File: src/rtl/tmt_pkg.sv
package tmt_pkg;

    typedef enum logic [2:0] {
        ST_IDLE,
        ST_RUN,
        ST_WAIT,
        ST_SEND,
        ST_FLUSH
    } tmt_state_e;

    typedef enum logic [1:0] {
        CAUSE_NONE     = 2'b00,
        CAUSE_OVERFLOW = 2'b01,
        CAUSE_CONFLICT = 2'b10,
        CAUSE_EXPLICIT = 2'b11
    } tmt_cause_e;

endpackage

File: src/rtl/tmt_first_set.sv
module tmt_first_set #(
    parameter int N = 8,
    localparam int W = (N > 1) ? $clog2(N) : 1
) (
    input  logic [N-1:0] req,
    output logic         found,
    output logic [W-1:0] idx
);
    // Lowest set bit wins: the loop runs downward so the last hit kept is the lowest.
    always_comb begin
        idx = '0;
        for (int i = N - 1; i >= 0; i--) begin
            if (req[i]) idx = W'(i);
        end
    end

    assign found = |req;

endmodule

File: src/rtl/tmt_lines.sv
module tmt_lines #(
    parameter int LINES = 8,
    parameter int LA_W  = 12,
    localparam int IDX_W = $clog2(LINES),
    localparam int TAG_W = LA_W - IDX_W
) (
    input  logic             clk,
    input  logic             rst_n,
    input  logic [LA_W-1:0]  acc_addr,
    input  logic [IDX_W-1:0] evict_idx,
    input  logic [LA_W-1:0]  snoop_addr,
    input  logic             cmd_acc,
    input  logic             acc_mark_rd,
    input  logic             acc_mark_wr,
    input  logic             acc_dirty,
    input  logic             cmd_evict,
    input  logic             cmd_abort,
    input  logic             cmd_retire,
    input  logic             cmd_flash,
    output logic             acc_hit,
    output logic             acc_line_valid,
    output logic             acc_line_wr,
    output logic             acc_line_dirty,
    output logic [TAG_W-1:0] acc_line_tag,
    output logic             ev_line_valid,
    output logic             ev_line_wr,
    output logic             ev_line_dirty,
    output logic [TAG_W-1:0] ev_line_tag,
    output logic             snoop_rd_hit,
    output logic             any_wr,
    output logic             wr_single,
    output logic [LA_W-1:0]  head_addr
);
    logic [LINES-1:0]       vld, rdm, wrm, dty;
    logic [LINES*TAG_W-1:0] tag_flat;
    logic [IDX_W-1:0]       acc_idx, snp_idx, head_idx;
    logic [TAG_W-1:0]       acc_tag, snp_tag, head_tag, snp_line_tag;

    assign acc_idx = acc_addr[IDX_W-1:0];
    assign acc_tag = acc_addr[LA_W-1:IDX_W];
    assign snp_idx = snoop_addr[IDX_W-1:0];
    assign snp_tag = snoop_addr[LA_W-1:IDX_W];

    tmt_first_set #(.N(LINES)) u_head (
        .req   (wrm),
        .found (any_wr),
        .idx   (head_idx)
    );

    genvar g;
    generate
        for (g = 0; g < LINES; g++) begin : g_line
            logic             v_q, r_q, w_q, d_q;
            logic [TAG_W-1:0] t_q;
            logic             sel_acc, sel_ev, sel_ret, hit_g;

            assign sel_acc = cmd_acc    && (acc_idx   == IDX_W'(g));
            assign sel_ev  = cmd_evict  && (evict_idx == IDX_W'(g));
            assign sel_ret = cmd_retire && (head_idx  == IDX_W'(g));
            assign hit_g   = v_q && (t_q == acc_tag);

            always_ff @(posedge clk or negedge rst_n) begin
                if (!rst_n) begin
                    v_q <= 1'b0;
                    r_q <= 1'b0;
                    w_q <= 1'b0;
                    d_q <= 1'b0;
                    t_q <= '0;
                end else if (cmd_abort) begin
                    if (w_q) begin
                        v_q <= 1'b0;
                        d_q <= 1'b0;
                    end
                    r_q <= 1'b0;
                    w_q <= 1'b0;
                end else if (cmd_flash) begin
                    r_q <= 1'b0;
                    w_q <= 1'b0;
                end else if (sel_ret) begin
                    w_q <= 1'b0;
                    d_q <= 1'b1;
                end else if (sel_ev) begin
                    v_q <= 1'b0;
                    r_q <= 1'b0;
                    w_q <= 1'b0;
                    d_q <= 1'b0;
                end else if (sel_acc) begin
                    if (hit_g) begin
                        r_q <= r_q | acc_mark_rd;
                        w_q <= w_q | acc_mark_wr;
                        d_q <= acc_mark_wr ? 1'b0 : (d_q | acc_dirty);
                    end else begin
                        v_q <= 1'b1;
                        t_q <= acc_tag;
                        r_q <= acc_mark_rd;
                        w_q <= acc_mark_wr;
                        d_q <= acc_dirty;
                    end
                end
            end

            assign vld[g] = v_q;
            assign rdm[g] = r_q;
            assign wrm[g] = w_q;
            assign dty[g] = d_q;
            assign tag_flat[g*TAG_W +: TAG_W] = t_q;

            // a write mark only ever sits on a line that is present
            a_r2_mark_on_valid: assert property (@(posedge clk) disable iff (!rst_n)
                w_q |-> v_q);
        end
    endgenerate

    assign acc_line_tag   = tag_flat[acc_idx*TAG_W +: TAG_W];
    assign acc_line_valid = vld[acc_idx];
    assign acc_line_wr    = wrm[acc_idx];
    assign acc_line_dirty = dty[acc_idx];
    assign acc_hit        = acc_line_valid && (acc_line_tag == acc_tag);

    assign ev_line_tag    = tag_flat[evict_idx*TAG_W +: TAG_W];
    assign ev_line_valid  = vld[evict_idx];
    assign ev_line_wr     = wrm[evict_idx];
    assign ev_line_dirty  = dty[evict_idx];

    assign snp_line_tag   = tag_flat[snp_idx*TAG_W +: TAG_W];
    assign snoop_rd_hit   = vld[snp_idx] && rdm[snp_idx] && (snp_line_tag == snp_tag);

    assign head_tag       = tag_flat[head_idx*TAG_W +: TAG_W];
    assign head_addr      = {head_tag, head_idx};
    assign wr_single      = any_wr && ((wrm & (wrm - LINES'(1))) == '0);

endmodule

File: src/rtl/tmt_ctrl.sv
module tmt_ctrl
    import tmt_pkg::*;
#(
    parameter int LINES = 8,
    parameter int LA_W  = 12,
    localparam int IDX_W = $clog2(LINES),
    localparam int TAG_W = LA_W - IDX_W
) (
    input  logic             clk,
    input  logic             rst_n,
    input  logic             tx_begin,
    input  logic             tx_end,
    input  logic             tx_abort,
    input  logic             acc_valid,
    input  logic             acc_store,
    input  logic [IDX_W-1:0] acc_idx,
    input  logic             evict_valid,
    input  logic [IDX_W-1:0] evict_idx,
    input  logic             snoop_valid,
    input  logic             commit_grant,
    input  logic             cm_ready,
    input  logic             acc_hit,
    input  logic             acc_line_valid,
    input  logic             acc_line_wr,
    input  logic             acc_line_dirty,
    input  logic [TAG_W-1:0] acc_line_tag,
    input  logic             ev_line_valid,
    input  logic             ev_line_wr,
    input  logic             ev_line_dirty,
    input  logic [TAG_W-1:0] ev_line_tag,
    input  logic             snoop_rd_hit,
    input  logic             any_wr,
    input  logic             wr_single,
    input  logic [LA_W-1:0]  head_addr,
    output logic             cmd_acc,
    output logic             acc_mark_rd,
    output logic             acc_mark_wr,
    output logic             acc_dirty,
    output logic             cmd_evict,
    output logic             cmd_abort,
    output logic             cmd_retire,
    output logic             cmd_flash,
    output logic             abort_flag,
    output logic [1:0]       abort_cause,
    output logic             commit_req,
    output logic             cm_valid,
    output logic [LA_W-1:0]  cm_addr,
    output logic             commit_done,
    output logic             wb_valid,
    output logic [LA_W-1:0]  wb_addr
);
    tmt_state_e state_q, state_d;
    tmt_cause_e cause_now;
    logic       in_tx, ovf_acc, ovf_ev, conflict, expl, abort_now;
    logic       wb_acc, wb_ev;

    assign in_tx    = (state_q == ST_RUN) || (state_q == ST_WAIT);
    assign ovf_acc  = (state_q == ST_RUN) && acc_valid && !evict_valid &&
                      acc_line_valid && !acc_hit && acc_line_wr;
    assign ovf_ev   = in_tx && evict_valid && ev_line_wr;
    assign conflict = in_tx && snoop_valid && snoop_rd_hit;
    assign expl     = in_tx && tx_abort;
    assign abort_now = ovf_acc || ovf_ev || conflict || expl;

    always_comb begin
        if (ovf_acc || ovf_ev) cause_now = CAUSE_OVERFLOW;
        else if (conflict)     cause_now = CAUSE_CONFLICT;
        else if (expl)         cause_now = CAUSE_EXPLICIT;
        else                   cause_now = CAUSE_NONE;
    end

    // Command decode towards the line store
    always_comb begin
        cmd_acc     = acc_valid && !evict_valid && !abort_now &&
                      ((state_q == ST_IDLE) || (state_q == ST_RUN));
        acc_mark_rd = (state_q == ST_RUN) && !acc_store;
        acc_mark_wr = (state_q == ST_RUN) && acc_store;
        acc_dirty   = (state_q == ST_IDLE) && acc_store;
        cmd_evict   = evict_valid && !abort_now &&
                      ((state_q == ST_IDLE) || in_tx);
        cmd_abort   = abort_now;
        cmd_retire  = (state_q == ST_SEND) && any_wr && cm_ready;
        cmd_flash   = (state_q == ST_FLUSH);
        wb_acc      = cmd_acc && acc_line_valid && acc_line_dirty &&
                      (!acc_hit || acc_mark_wr);
        wb_ev       = cmd_evict && ev_line_valid && ev_line_dirty;
    end

    // Next-state logic
    always_comb begin
        state_d = state_q;
        unique case (state_q)
            ST_IDLE:  if (tx_begin) state_d = ST_RUN;
            ST_RUN: begin
                if (abort_now)   state_d = ST_IDLE;
                else if (tx_end) state_d = ST_WAIT;
            end
            ST_WAIT: begin
                if (abort_now)         state_d = ST_IDLE;
                else if (commit_grant) state_d = ST_SEND;
            end
            ST_SEND: begin
                if (!any_wr)                      state_d = ST_FLUSH;
                else if (cmd_retire && wr_single) state_d = ST_FLUSH;
            end
            ST_FLUSH: state_d = ST_IDLE;
            default:  state_d = ST_IDLE;
        endcase
    end

    // State register
    always_ff @(posedge clk or negedge rst_n) begin
        if (!rst_n) state_q <= ST_IDLE;
        else        state_q <= state_d;
    end

    // Registered outputs
    always_ff @(posedge clk or negedge rst_n) begin
        if (!rst_n) begin
            abort_flag  <= 1'b0;
            abort_cause <= CAUSE_NONE;
            wb_valid    <= 1'b0;
            wb_addr     <= '0;
        end else begin
            if ((state_q == ST_IDLE) && tx_begin) begin
                abort_flag  <= 1'b0;
                abort_cause <= CAUSE_NONE;
            end else if (abort_now) begin
                abort_flag  <= 1'b1;
                abort_cause <= cause_now;
            end
            wb_valid <= wb_acc || wb_ev;
            if (wb_ev)       wb_addr <= {ev_line_tag, evict_idx};
            else if (wb_acc) wb_addr <= {acc_line_tag, acc_idx};
        end
    end

    assign commit_req  = (state_q == ST_WAIT);
    assign cm_valid    = (state_q == ST_SEND) && any_wr;
    assign cm_addr     = head_addr;
    assign commit_done = (state_q == ST_FLUSH);

    // a stalled address stays put
    a_r6_addr_stable: assert property (@(posedge clk) disable iff (!rst_n)
        (cm_valid && !cm_ready) |=> (cm_valid && $stable(cm_addr)));

    // abort indication is held until a new transaction is accepted
    a_r4_flag_held: assert property (@(posedge clk) disable iff (!rst_n)
        (abort_flag && !tx_begin) |=> (abort_flag && $stable(abort_cause)));

    // once granted, nothing can abort the commit
    a_r5_no_abort_in_send: assert property (@(posedge clk) disable iff (!rst_n)
        (state_q == ST_SEND) |=> !$rose(abort_flag));

    // no abort can arise outside a transaction
    a_r9_idle_quiet: assert property (@(posedge clk) disable iff (!rst_n)
        (state_q == ST_IDLE && !abort_flag) |=> !abort_flag);

    // the clear cycle lasts one cycle and lands in idle
    a_r8_flush_to_idle: assert property (@(posedge clk) disable iff (!rst_n)
        commit_done |=> (!commit_done && !commit_req && state_q == ST_IDLE));

    // no address is offered while the request is pending
    a_r6_req_excl: assert property (@(posedge clk) disable iff (!rst_n)
        commit_req |-> !cm_valid);

endmodule

File: src/rtl/tmt_tracker.sv
module tmt_tracker #(
    parameter int LINES = 8,
    parameter int LA_W  = 12,
    localparam int IDX_W = $clog2(LINES),
    localparam int TAG_W = LA_W - IDX_W
) (
    input  logic             clk,
    input  logic             rst_n,
    input  logic             tx_begin,
    input  logic             tx_end,
    input  logic             tx_abort,
    input  logic             acc_valid,
    input  logic             acc_store,
    input  logic [LA_W-1:0]  acc_addr,
    input  logic             evict_valid,
    input  logic [IDX_W-1:0] evict_idx,
    input  logic             snoop_valid,
    input  logic [LA_W-1:0]  snoop_addr,
    output logic             abort_flag,
    output logic [1:0]       abort_cause,
    output logic             commit_req,
    input  logic             commit_grant,
    output logic             cm_valid,
    input  logic             cm_ready,
    output logic [LA_W-1:0]  cm_addr,
    output logic             commit_done,
    output logic             wb_valid,
    output logic [LA_W-1:0]  wb_addr
);
    logic             cmd_acc, acc_mark_rd, acc_mark_wr, acc_dirty;
    logic             cmd_evict, cmd_abort, cmd_retire, cmd_flash;
    logic             acc_hit, acc_line_valid, acc_line_wr, acc_line_dirty;
    logic [TAG_W-1:0] acc_line_tag, ev_line_tag;
    logic             ev_line_valid, ev_line_wr, ev_line_dirty;
    logic             snoop_rd_hit, any_wr, wr_single;
    logic [LA_W-1:0]  head_addr;

    tmt_lines #(.LINES(LINES), .LA_W(LA_W)) u_lines (
        .clk            (clk),
        .rst_n          (rst_n),
        .acc_addr       (acc_addr),
        .evict_idx      (evict_idx),
        .snoop_addr     (snoop_addr),
        .cmd_acc        (cmd_acc),
        .acc_mark_rd    (acc_mark_rd),
        .acc_mark_wr    (acc_mark_wr),
        .acc_dirty      (acc_dirty),
        .cmd_evict      (cmd_evict),
        .cmd_abort      (cmd_abort),
        .cmd_retire     (cmd_retire),
        .cmd_flash      (cmd_flash),
        .acc_hit        (acc_hit),
        .acc_line_valid (acc_line_valid),
        .acc_line_wr    (acc_line_wr),
        .acc_line_dirty (acc_line_dirty),
        .acc_line_tag   (acc_line_tag),
        .ev_line_valid  (ev_line_valid),
        .ev_line_wr     (ev_line_wr),
        .ev_line_dirty  (ev_line_dirty),
        .ev_line_tag    (ev_line_tag),
        .snoop_rd_hit   (snoop_rd_hit),
        .any_wr         (any_wr),
        .wr_single      (wr_single),
        .head_addr      (head_addr)
    );

    tmt_ctrl #(.LINES(LINES), .LA_W(LA_W)) u_ctrl (
        .clk            (clk),
        .rst_n          (rst_n),
        .tx_begin       (tx_begin),
        .tx_end         (tx_end),
        .tx_abort       (tx_abort),
        .acc_valid      (acc_valid),
        .acc_store      (acc_store),
        .acc_idx        (acc_addr[IDX_W-1:0]),
        .evict_valid    (evict_valid),
        .evict_idx      (evict_idx),
        .snoop_valid    (snoop_valid),
        .commit_grant   (commit_grant),
        .cm_ready       (cm_ready),
        .acc_hit        (acc_hit),
        .acc_line_valid (acc_line_valid),
        .acc_line_wr    (acc_line_wr),
        .acc_line_dirty (acc_line_dirty),
        .acc_line_tag   (acc_line_tag),
        .ev_line_valid  (ev_line_valid),
        .ev_line_wr     (ev_line_wr),
        .ev_line_dirty  (ev_line_dirty),
        .ev_line_tag    (ev_line_tag),
        .snoop_rd_hit   (snoop_rd_hit),
        .any_wr         (any_wr),
        .wr_single      (wr_single),
        .head_addr      (head_addr),
        .cmd_acc        (cmd_acc),
        .acc_mark_rd    (acc_mark_rd),
        .acc_mark_wr    (acc_mark_wr),
        .acc_dirty      (acc_dirty),
        .cmd_evict      (cmd_evict),
        .cmd_abort      (cmd_abort),
        .cmd_retire     (cmd_retire),
        .cmd_flash      (cmd_flash),
        .abort_flag     (abort_flag),
        .abort_cause    (abort_cause),
        .commit_req     (commit_req),
        .cm_valid       (cm_valid),
        .cm_addr        (cm_addr),
        .commit_done    (commit_done),
        .wb_valid       (wb_valid),
        .wb_addr        (wb_addr)
    );

endmodule

File: config.mk
export PLATFORM = sky130hd
export DESIGN_NAME = tmt_tracker
export DESIGN_NICKNAME = d
export VERILOG_FILES = /design/src/rtl/tmt_pkg.sv /design/src/rtl/tmt_first_set.sv /design/src/rtl/tmt_lines.sv /design/src/rtl/tmt_ctrl.sv /design/src/rtl/tmt_tracker.sv
export SDC_FILE = /design/constraint.sdc
export NUM_CORES = 1
export LEC_CHECK = 0
export BUFFER_PORTS_ARGS = -buffer_cell sky130_fd_sc_hd__buf_2
export CAP_MARGIN = 15
export CORE_MARGIN = 5
export CORE_UTILIZATION = 45
export CTS_CLUSTER_DIAMETER = 100
export CTS_CLUSTER_SIZE = 10
export DETAILED_ROUTE_END_ITERATION = 7
export HOLD_SLACK_MARGIN = 0.06
export PLACE_DENSITY = 0.69
export SYNTH_ARGS = -nofsm -noshare
export SYNTH_HDL_FRONTEND = slang
export SYNTH_HIERARCHICAL = 1
export SYNTH_SLANG_ARGS = --single-unit
File: constraint.sdc
create_clock -name clk -period 5.05 [get_ports clk]
set_input_delay 0.505 -clock clk [delete_from_list [all_inputs] [get_ports clk]]
set_output_delay 0.505 -clock clk [all_outputs]
set_load 0.05 [all_outputs]
==> metrics.json <==
{
  "outcome": {"value": "complete, no violations"},
  "globalRouteOverflowTotal": {"value": 0},
  "cts_inserted_buffers": {"value": 17},
  "first_iter_violations": {"value": 1128},
  "setup_viol_count_final": {"value": 0},
  "clock_path_buffers": {"value": 2},
  "critical-path-max-stage-delay": {"value": 0.54, "unit": "ns"},
  "critical_path_class": {"value": "primary input to flip-flop"},
  "n_antenna_cell": {"value": 0},
  "timing.max_slew.rel_slack": {"value": 35.3, "unit": "%"},
  "mostFrequentLayoutCells": {"value": "sky130_fd_sc_hd__dfrtp_1, sky130_fd_sc_hd__mux2_2, sky130_fd_sc_hd__xnor2_1"},
  "rsz0062_at_grt": {"value": "false"},
  "cap_violations": {"value": 0},
  "grt_start_max_net_pins": {"value": 58},
  "final_area": {"value": 11300, "unit": "sq um"},
  "worst-slew-pin-transition": {"value": 0.970, "unit": "ns"},
  "detail_route.first_pass.iterations": {"value": 6},
  "synth_edf_count": {"value": 0},
  "start_kind": {"value": "primary input"},
  "r2r.worst_path.cells": {"value": 14},
  "grt_antenna_before_repair": {"value": 1},
  "clkSinkCount": {"value": 123},
  "ctsRootBufferMaster": {"value": "sky130_fd_sc_hd__clkbuf_16"},
  "netlist.area_leader.share": {"value": 31.3, "unit": "%"},
  "worst_voltage_drop_across_the_vdd_grid": {"value": 0.426, "unit": "mV"},
  "post_route_cells_drive_above_1_share": {"value": 36.4, "unit": "%"},
  "cts.reportedPaths.clkPinSlew": {"value": 0.06, "unit": "ns"},
  "netlist.top_cell.by_area": {"value": "sky130_fd_sc_hd__dfrtp_1"},
  "first_global_vias": {"value": 8096},
  "track_usage": {"value": 26.7, "unit": "%"},
  "reg2reg_slack": {"value": 0.43, "unit": "ns"},
  "initial_utilization": {"value": 45.4, "unit": "%"},
  "worstReg2RegStart": {"value": "u_lines/g_line[5].t_q[1]"},
  "detailed_place_hpwl": {"value": 22500, "unit": "um"},
  "io-pin-count": {"value": 69},
  "leakagePower": {"value": 4.63, "unit": "nW"},
  "die_extent_in_x": {"value": 158, "unit": "um"},
  "worst_slack_after_detailed_placement": {"value": -0.0957, "unit": "ns"},
  "crit-reg2reg-capture": {"value": "u_lines/g_line[1].t_q[2]"},
  "met3_wirelength": {"value": 3580, "unit": "um"},
  "post_synth_num_cell_types": {"value": 73},
  "synth.yosys.warnings": {"value": 6},
  "postCtsHoldBufs": {"value": 0},
  "worst_clock_skew": {"value": 0.0111, "unit": "ns"},
  "timing.critical_path.buf_inv": {"value": 2},
  "synthArstFlopShare": {"value": 100, "unit": "%"},
  "pd_cells": {"value": 580, "unit": "nW/um^2"},
  "final-hold-violation-count": {"value": 0},
  "coreArea": {"value": 21700, "unit": "sq um"},
  "critical_path_peak_fanout": {"value": 16},
  "number_of_rows_in_the_core_area": {"value": 54},
  "synth_area_leaders": {"value": "sky130_fd_sc_hd__dfrtp_1, sky130_fd_sc_hd__mux4_2, sky130_fd_sc_hd__mux2_2"},
  "min_delay_worst_type": {"value": "primary input to asynchronous set/reset pin"},
  "worst-endpoint-required": {"value": 5.36, "unit": "ns"},
  "fin_ws": {"value": 0.339, "unit": "ns"},
  "cpLargestDelayFamily": {"value": "simple AND/OR/NAND/NOR gates"},
  "placement.cell_area": {"value": 10600, "unit": "sq um"},
  "clock_insertion_delay_at_the_later_pin_of_the_skew_report": {"value": 0.43, "unit": "ns"},
  "syn2layout_area_growth": {"value": 14.6, "unit": "%"},
  "final_common_cell": {"value": "sky130_fd_sc_hd__dfrtp_1"},
  "finish.net_count": {"value": 1001},
  "synth-main-ff-cell": {"value": "sky130_fd_sc_hd__dfrtp_1"},
  "mean_instance_size_in_the_synthesized_netlist": {"value": 10.9, "unit": "sq um"},
  "tritoncts": {"value": "yes"},
  "timing.final.crit_period": {"value": 4.71, "unit": "ns"},
  "synth-seq-cells": {"value": 123},
  "wl": {"value": 32600, "unit": "um"},
  "via_per_inst": {"value": 6.68},
  "final_antenna_net_count": {"value": 0},
  "wire_length_of_the_first_global_routing_pass": {"value": 50200, "unit": "um"},
  "list_of_cells_traversed_by_the_critical_path": {"value": "buf_2 -> buf_4 -> mux2i_1 -> mux2i_1 -> nor2_1 -> a2111oi_2 -> xnor2_1 -> nor4b_2 -> and3b_1 -> nand2_1 -> o211ai_1 -> nor2_1 -> nand2b_1 -> nor3b_1 -> or2_2 -> or3_1 -> mux2_2"},
  "port-buffer-count": {"value": 68},
  "crit_path_top_delay_cell": {"value": "sky130_fd_sc_hd__a2111oi_2"},
  "num_vias": {"value": 8396},
  "gpl.final_weighted_congestion": {"value": 0.975},
  "routedWlPerCell": {"value": 26.0, "unit": "um"},
  "met1_length": {"value": 13000, "unit": "um"},
  "top_layer_used": {"value": "met5"},
  "die_height": {"value": 158, "unit": "um"},
  "die_area": {"value": 24900, "unit": "sq um"},
  "cts_htree_levels": {"value": 4},
  "detail_route.drc_violations": {"value": 0},
  "netlist_area": {"value": 9850, "unit": "sq um"},
  "endpoint_kind": {"value": "flip-flop"},
  "critPathArrivalTime": {"value": 5.02, "unit": "ns"},
  "synth_nets": {"value": 941},
  "synth_cells": {"value": 903},
  "slew_violations": {"value": 0},
  "met2_wirelength_from_detailed_routing": {"value": 14800, "unit": "um"},
  "cp-startpoint": {"value": "acc_addr[0]"},
  "max_freq": {"value": 0.212, "unit": "GHz"},
  "period_utilization_post_route": {"value": 93.3, "unit": "%"},
  "synth_seq_area_share": {"value": 31.3, "unit": "%"}
}
[cells in the mapped netlist (all sizes together) (19+ instances only)]
master / n
nor3: 25
nand2: 50
mux2i: 27
dfrtp: 123
xnor2: 79
mux2: 105
a21oi: 37
nand4: 24
clkbuf: 23
buf: 57
nor2: 68
nand2b: 19
o21ai: 23
mux4: 77
[logic make-up (layout without fill, tap and decap cells)]
family / Yosys count / in the layout / synth area share (%)
compound gates: 140 / 140 / 9.80
mux: 209 / 209 / 32.5
buf+inv: 90 / 163 / 4.83
xor+xnor: 91 / 91 / 8.25
fa+ha+maj: 1 / 1 / 0.102
flops: 123 / 123 / 31.3
simple gates: 249 / 249 / 13.2
[state kept, by name (all words and copies together), names as in the netlist]
name and cells:
u_lines/g_line.d_q 8, u_ctrl/abort_flag 1, u_lines/g_line.w_q 8, u_lines/g_line.r_q 8, u_lines/g_line.v_q 8, u_ctrl/wb_addr 12, u_lines/g_line.t_q 72, u_ctrl/wb_valid 1
u_ctrl/abort_cause 2, u_ctrl/state_q 3
[metrics by stage]
| stage | power (W) | hold slack [ns] | instances | utilization [%] | TNS (ns) |
|---|---|---|---|---|---|
| after global placement | 0.00493 | 0.472 | 1224 | 48.8 | -0.404 |
| final | 0.00655 | 0.148 | 1256 | 52.0 | 0 |
| after detailed placement | 0.00499 | 0.481 | 1224 | 48.8 | -2.77 |
| after floorplan | 0.00416 | 0.209 | 903 | - | 0 |
| after CTS | 0.00650 | 0.164 | 1256 | 52.0 | 0 |
| after global routing | 0.00684 | 0.199 | 1256 | 52.0 | 0 |
[how the worst max path moves through the flow]
stage / endpoint / slack (ns) / cells after the start
after detailed placement: u_lines/g_line[1].t_q[8] / -0.1 / 15
after floorplan: u_lines/g_line[0].t_q[0] / 0.90 / 14
after CTS: u_lines/g_line[1].t_q[2] / 0.32 / 15
after global placement: u_lines/g_line[1].t_q[3] / -0.05 / 15
final: u_lines/g_line[1].t_q[2] / 0.34 / 17
after global routing: u_lines/g_line[7].t_q[6] / 0.08 / 17
[timing repair]
action,CTS,global route
hold endpoints to repair,0,0
gates resized for setup,0,1
buffers inserted,0,0
setup endpoints to repair,0,20
[where the power goes]
group          internal (W)  switching (W)  total [W]
registers           0.00138       0.000772    0.00215
logic               0.00142        0.00152    0.00294
clock network      0.000938       0.000522    0.00146
total               0.00373        0.00282    0.00655
[metal layers]
layer / GRT usage (%) / vias to the layer above
li1: - / 3534
met1: 37.8 / 4204
met2: 40.5 / 565
met3: 5.96 / 91
met4: 9.63 / 2
met5: 0 / -
[final cells by class]
type	count	area (sq um)
Tap cell	280	350
Clock buffer	17	425
Multi-Input combinational cell	690	6320
Timing Repair Buffer	121	816
Fill cell	1879	10400
Sequential cell	123	3080
Clock inverter	15	262
Inverter	10	37.5
Power figures use the tool's default switching activity.
